--- config.mk ---
export PLATFORM = sky130hd
export DESIGN_NAME = phy_ctl_regbank
export DESIGN_NICKNAME = d
export VERILOG_FILES = /design/src/rtl/phyreg_pkg.sv /design/src/rtl/phyreg_decode.sv /design/src/rtl/phyreg_mreg.sv /design/src/rtl/phyreg_status.sv /design/src/rtl/phy_ctl_regbank.sv
export SDC_FILE = /design/constraint.sdc
export NUM_CORES = 1
export LEC_CHECK = 0
export ABC_AREA = 1
export BUFFER_PORTS_ARGS = -buffer_cell sky130_fd_sc_hd__buf_2
export CORE_MARGIN = 8
export CORE_UTILIZATION = 60
export DETAILED_ROUTE_END_ITERATION = 10
export PLACE_DENSITY = 0.81
export SLEW_MARGIN = 0
export SYNTH_ARGS = -nofsm -noshare
export SYNTH_HDL_FRONTEND = slang
export SYNTH_HIERARCHICAL = 1
export SYNTH_SLANG_ARGS = --single-unit
--- constraint.sdc ---
create_clock -name clk -period 3.51 [get_ports clk]
set_input_delay 0.5265 -clock clk [delete_from_list [all_inputs] [get_ports clk]]
set_output_delay 0.5265 -clock clk [all_outputs]
set_load 0.05 [all_outputs]
--- src/rtl/phyreg_pkg.sv ---
package phyreg_pkg;

    localparam int ADDR_W    = 8;
    localparam int DATA_W    = 32;
    localparam int HALF_W    = DATA_W / 2;
    localparam int NUM_CTRL  = 7;
    localparam int IDX_W     = $clog2(NUM_CTRL);
    localparam int WORD_AW   = ADDR_W - 2;

    // index of the register that drives the PHY pins
    localparam int PWR_REG_IDX = 6;
    localparam int PWR_BIT     = 0;
    localparam int DLL_EN_BIT  = 1;

    localparam logic [ADDR_W-1:0] STATUS_ADDR = 8'h20;
    localparam int CAL_DONE_BIT  = 6;
    localparam int DLL_READY_BIT = 5;

    typedef enum logic [1:0] {
        SEL_NONE   = 2'd0,
        SEL_CTRL   = 2'd1,
        SEL_STATUS = 2'd2
    } sel_kind_e;

    typedef struct packed {
        sel_kind_e          kind;
        logic [IDX_W-1:0]   idx;
    } decode_t;

    typedef struct packed {
        logic cal_done;
        logic dll_ready;
    } phy_status_t;

    // enable-masked update of a 16-bit register from a 32-bit write word
    function automatic logic [HALF_W-1:0] masked_update(
        input logic [HALF_W-1:0] cur,
        input logic [DATA_W-1:0] wd
    );
        logic [HALF_W-1:0] en;
        en = wd[DATA_W-1:HALF_W];
        return (cur & ~en) | (wd[HALF_W-1:0] & en);
    endfunction

endpackage

--- src/rtl/phyreg_decode.sv ---
module phyreg_decode
    import phyreg_pkg::*;
(
    input  logic [ADDR_W-1:0] addr,
    output decode_t           dec
);
    logic [WORD_AW-1:0] word_idx;
    logic               aligned;

    assign word_idx = addr[ADDR_W-1:2];
    assign aligned  = (addr[1:0] == 2'b00);

    always_comb begin
        dec.kind = SEL_NONE;
        dec.idx  = '0;
        if (aligned && (int'(word_idx) < NUM_CTRL)) begin
            dec.kind = SEL_CTRL;
            dec.idx  = word_idx[IDX_W-1:0];
        end else if (addr == STATUS_ADDR) begin
            dec.kind = SEL_STATUS;
        end
    end
endmodule

--- src/rtl/phyreg_mreg.sv ---
module phyreg_mreg
    import phyreg_pkg::*;
(
    input  logic              clk,
    input  logic              rst,
    input  logic              we,
    input  logic [DATA_W-1:0] wdata,
    output logic [HALF_W-1:0] q
);
    always_ff @(posedge clk) begin
        if (rst)
            q <= '0;
        else if (we)
            q <= masked_update(q, wdata);
    end
endmodule

--- src/rtl/phyreg_status.sv ---
module phyreg_status
    import phyreg_pkg::*;
(
    input  logic              clk,
    input  logic              rst,
    input  logic              cal_done_i,
    input  logic              dll_ready_i,
    output logic [DATA_W-1:0] status_word
);
    phy_status_t st_q;

    always_ff @(posedge clk) begin
        if (rst)
            st_q <= '0;
        else begin
            st_q.cal_done  <= cal_done_i;
            st_q.dll_ready <= dll_ready_i;
        end
    end

    always_comb begin
        status_word                = '0;
        status_word[CAL_DONE_BIT]  = st_q.cal_done;
        status_word[DLL_READY_BIT] = st_q.dll_ready;
    end
endmodule

--- src/rtl/phy_ctl_regbank.sv ---
module phy_ctl_regbank
    import phyreg_pkg::*;
(
    input  logic              clk,
    input  logic              rst,
    input  logic [7:0]        bus_addr,
    input  logic [31:0]       bus_wdata,
    input  logic              bus_wr,
    input  logic              bus_rd,
    output logic [31:0]       bus_rdata,
    input  logic              phy_cal_done_i,
    input  logic              phy_dll_ready_i,
    output logic              phy_pwr_en_o,
    output logic              phy_dll_en_o
);
    decode_t           dec;
    logic [HALF_W-1:0] ctrl_q [NUM_CTRL];
    logic [DATA_W-1:0] status_word;
    logic [DATA_W-1:0] rd_mux;

    phyreg_decode u_dec (
        .addr (bus_addr),
        .dec  (dec)
    );

    for (genvar i = 0; i < NUM_CTRL; i++) begin : g_ctrl
        logic we_i;
        assign we_i = bus_wr && (dec.kind == SEL_CTRL) && (int'(dec.idx) == i);
        phyreg_mreg u_reg (
            .clk   (clk),
            .rst   (rst),
            .we    (we_i),
            .wdata (bus_wdata),
            .q     (ctrl_q[i])
        );
    end

    phyreg_status u_stat (
        .clk         (clk),
        .rst         (rst),
        .cal_done_i  (phy_cal_done_i),
        .dll_ready_i (phy_dll_ready_i),
        .status_word (status_word)
    );

    always_comb begin
        case (dec.kind)
            SEL_CTRL:   rd_mux = {{HALF_W{1'b0}}, ctrl_q[dec.idx]};
            SEL_STATUS: rd_mux = status_word;
            default:    rd_mux = '0;
        endcase
    end

    always_ff @(posedge clk) begin
        if (rst)
            bus_rdata <= '0;
        else if (bus_rd)
            bus_rdata <= rd_mux;
    end

    assign phy_pwr_en_o = ctrl_q[PWR_REG_IDX][PWR_BIT];
    assign phy_dll_en_o = ctrl_q[PWR_REG_IDX][DLL_EN_BIT];
endmodule

==> results.ini <==
[place]
place_congestion=0.8470
dpl.hpwl_um=14340
portBuffers=79

[job]
max-cap-violations=0

[worst_setup_path]
crit_buf_inv=5
path_cells=buf_2 -> nor2_2 -> nand2_2 -> nor3_4 -> inv_2 -> nor2_1 -> buf_4 -> inv_1 -> nor2_2 -> buf_4 -> nand2_2 -> nand2_1 -> nand2_1 -> nor2_1
path_delay_family=simple AND/OR/NAND/NOR gates
arrival_ns=2.83
worstPathMaxFanout=19
critical_path.max_stage_delay_ns=0.41
required_ns=3.88
slowest_stage=nor2_2
end_kind=flop
worst_setup_path_start_kind=input pin
path_class=in2reg

[finish]
drive_above_1_share=0.1540
syn_to_final_growth_pct=10.22
antenna_cells=0
fin_nets=1457
fillers=1245

[die]
io_pins=80
start_util=0.6031
row_count=43
die_h_um=133.2
core-area_sq_mm=0.01367
die-area_sq_mm=0.01774
die_width_um=133.2

[pwr]
p_leak_nw=4.813
peakVddDrop_mv=0.3591
power_density_mw_per_mm2=410.9

[logic_synthesis]
synth_cells=1345
netlist_area_sq_mm=0.008242
ys_types=22
ys_warn_count=6
ys_seq_area_frac=0.3546
ys_ff_latch=146
syn_area_per_cell_sq_um=6.128

[clock_network]
cts_buffers=17
tritoncts=built
postCtsSetupBuffers=0
cts_resized=0
cts-root-buf=clkbuf_16
clock_sinks=146
cts_max_level=4
cts.clk_slew.worst_paths_ns=0.06
cts.path.max_buffers=2
clock_latency_ns=0.43
cts_hold_buf=0

[timing]
post-route-period-util=0.7028
fin_tns_setup_ns=0
fin_hold_ws_ns=0.3141
maxSlewViolCount=0
clock_skew_ns=0.006644
maxSlewHeadroom=0.2512
fmax_mhz=405.4
fin_crit_ns=2.467
setup_viol=0
finalHoldViolCount=0
worst_slew_pin_slew_ns=1.123
rsz0062_at_grt=no

[run_status]
status=completed

[route]
drtPass1Iterations=5
detail-route-antenna-nets=0
drt_iter0_markers=679
vias_per_cell=4.997
drc_errors=0
totalWireLength_um=22660
avgRoutedWirePerCell_um=14.15
via_count=8005

[global_routing]
grt_start_max_net_pins=42
grt_usage=0.2577
first_global_vias=7690
grt_pass1_wl_um=36960
antenna_found_initial=0
overflow=0

[min_path]
hold_class=in2reg

cell usage after synthesis (all sizes together):
master	instances	share of area
a21oi	35	0.021
buf	59	0.065
clkbuf	25	0.020
conb	1	0.00046
dfxtp	146	0.35
ha	2	0.0030
inv	137	0.063
nand2	595	0.30
nand3	68	0.041
nand4	2	0.0015
nor2	270	0.12
nor3	5	0.0055
metal layers:
metal	vias to the layer above	part of all wire	global-route usage
met5	-	0	0
met1	3584	0.41	0.3004
li1	4061	-	-
met4	0	0.030	0.1273
met2	299	0.48	0.4364
met3	61	0.081	0.05949
area by class of cell:
class / instances / area (sq um) / area share
Clock buffer: 18 / 429.2 / 0.04725
Multi-Input combinational cell: 1007 / 4248 / 0.4676
Timing Repair Buffer: 100 / 553.0 / 0.06088
Tap cell: 180 / 225.2 / 0.02479
Clock inverter: 14 / 188.9 / 0.02080
Sequential cell: 146 / 2923 / 0.3218
Inverter: 137 / 516.7 / 0.05689
per-stage QoR:
stage | cells | instance area [sq um] | util | setup slack [ns] | total power (W)
after global placement | 1570 | 8466 | 0.6195 | 0.7625 | 0.001856
after CTS | 1602 | 9084 | 0.6647 | 1.089 | 0.003748
after global routing | 1602 | 9084 | 0.6647 | 0.8832 | 0.003840
after floorplan | 1374 | 8351 | - | 1.348 | 0.001788
final | 1602 | 9084 | 0.6647 | 1.043 | 0.003732
after detailed placement | 1570 | 8466 | 0.6195 | 0.6492 | 0.001857
worst paths after layout:
path / start / to / cells past startpoint / slack [ns]
worst max register to register: flop / bus_rdata[6] / 8 / 2.36
worst max-delay path: bus_addr[7] / flop / 14 / 1.04
worst min register to register: bus_rdata[25] / bus_rdata[25] / 2 / 0.46
worst min-delay path: phy_cal_done_i / u_stat/status_word[6] / 3 / 0.31
where the power goes:
part           internal (W)  switching, W
Sequential          0.00166    0.00000119
Clock               0.00118      0.000722
Combinational     0.0000306      0.000133
cells by family (layout without fill, tap and decap cells):
logic type / Yosys count / after routing / share of synthesized area
other: 1 / 30 / 0.0004550
flip-flops: 146 / 146 / 0.3546
AO/OA/AOI/OAI: 35 / 35 / 0.02125
AND/OR/NAND/NOR: 940 / 940 / 0.4735
adder cells (fa/ha/maj): 2 / 2 / 0.003036
buffers and inverters: 221 / 269 / 0.1471
worst reg2reg max path, stage by stage, from the launching register on:
cell and delay [ns]:
dfxtp_1 0.32, nand3_1 0.08, nand2_1 0.09, nor2_1 0.04, nor2_1 0.12, nand2_1 0.18
nand2_1 0.10, nand2_1 0.05, a21oi_1 0.10
cell usage in the layout (no fill, tap or decap):
cell and count:
nor3_4 2, nor2_2 9, inv_1 135, conb_1 30, buf_4 21, nor3_2 3
a21oi_1 35, nand2_4 14, clkinvlp_4 3, buf_2 79, bufinv_16 4, clkinv_4 3
nand2_1 523, inv_4 1, nand3_1 68, clkbuf_1 1, ha_1 2, inv_2 1
dfxtp_1 146, nand4_1 2, clkbuf_16 17, clkinv_2 4, nand2_2 58, nor2_1 261
(Power assumes the default switching activity.)
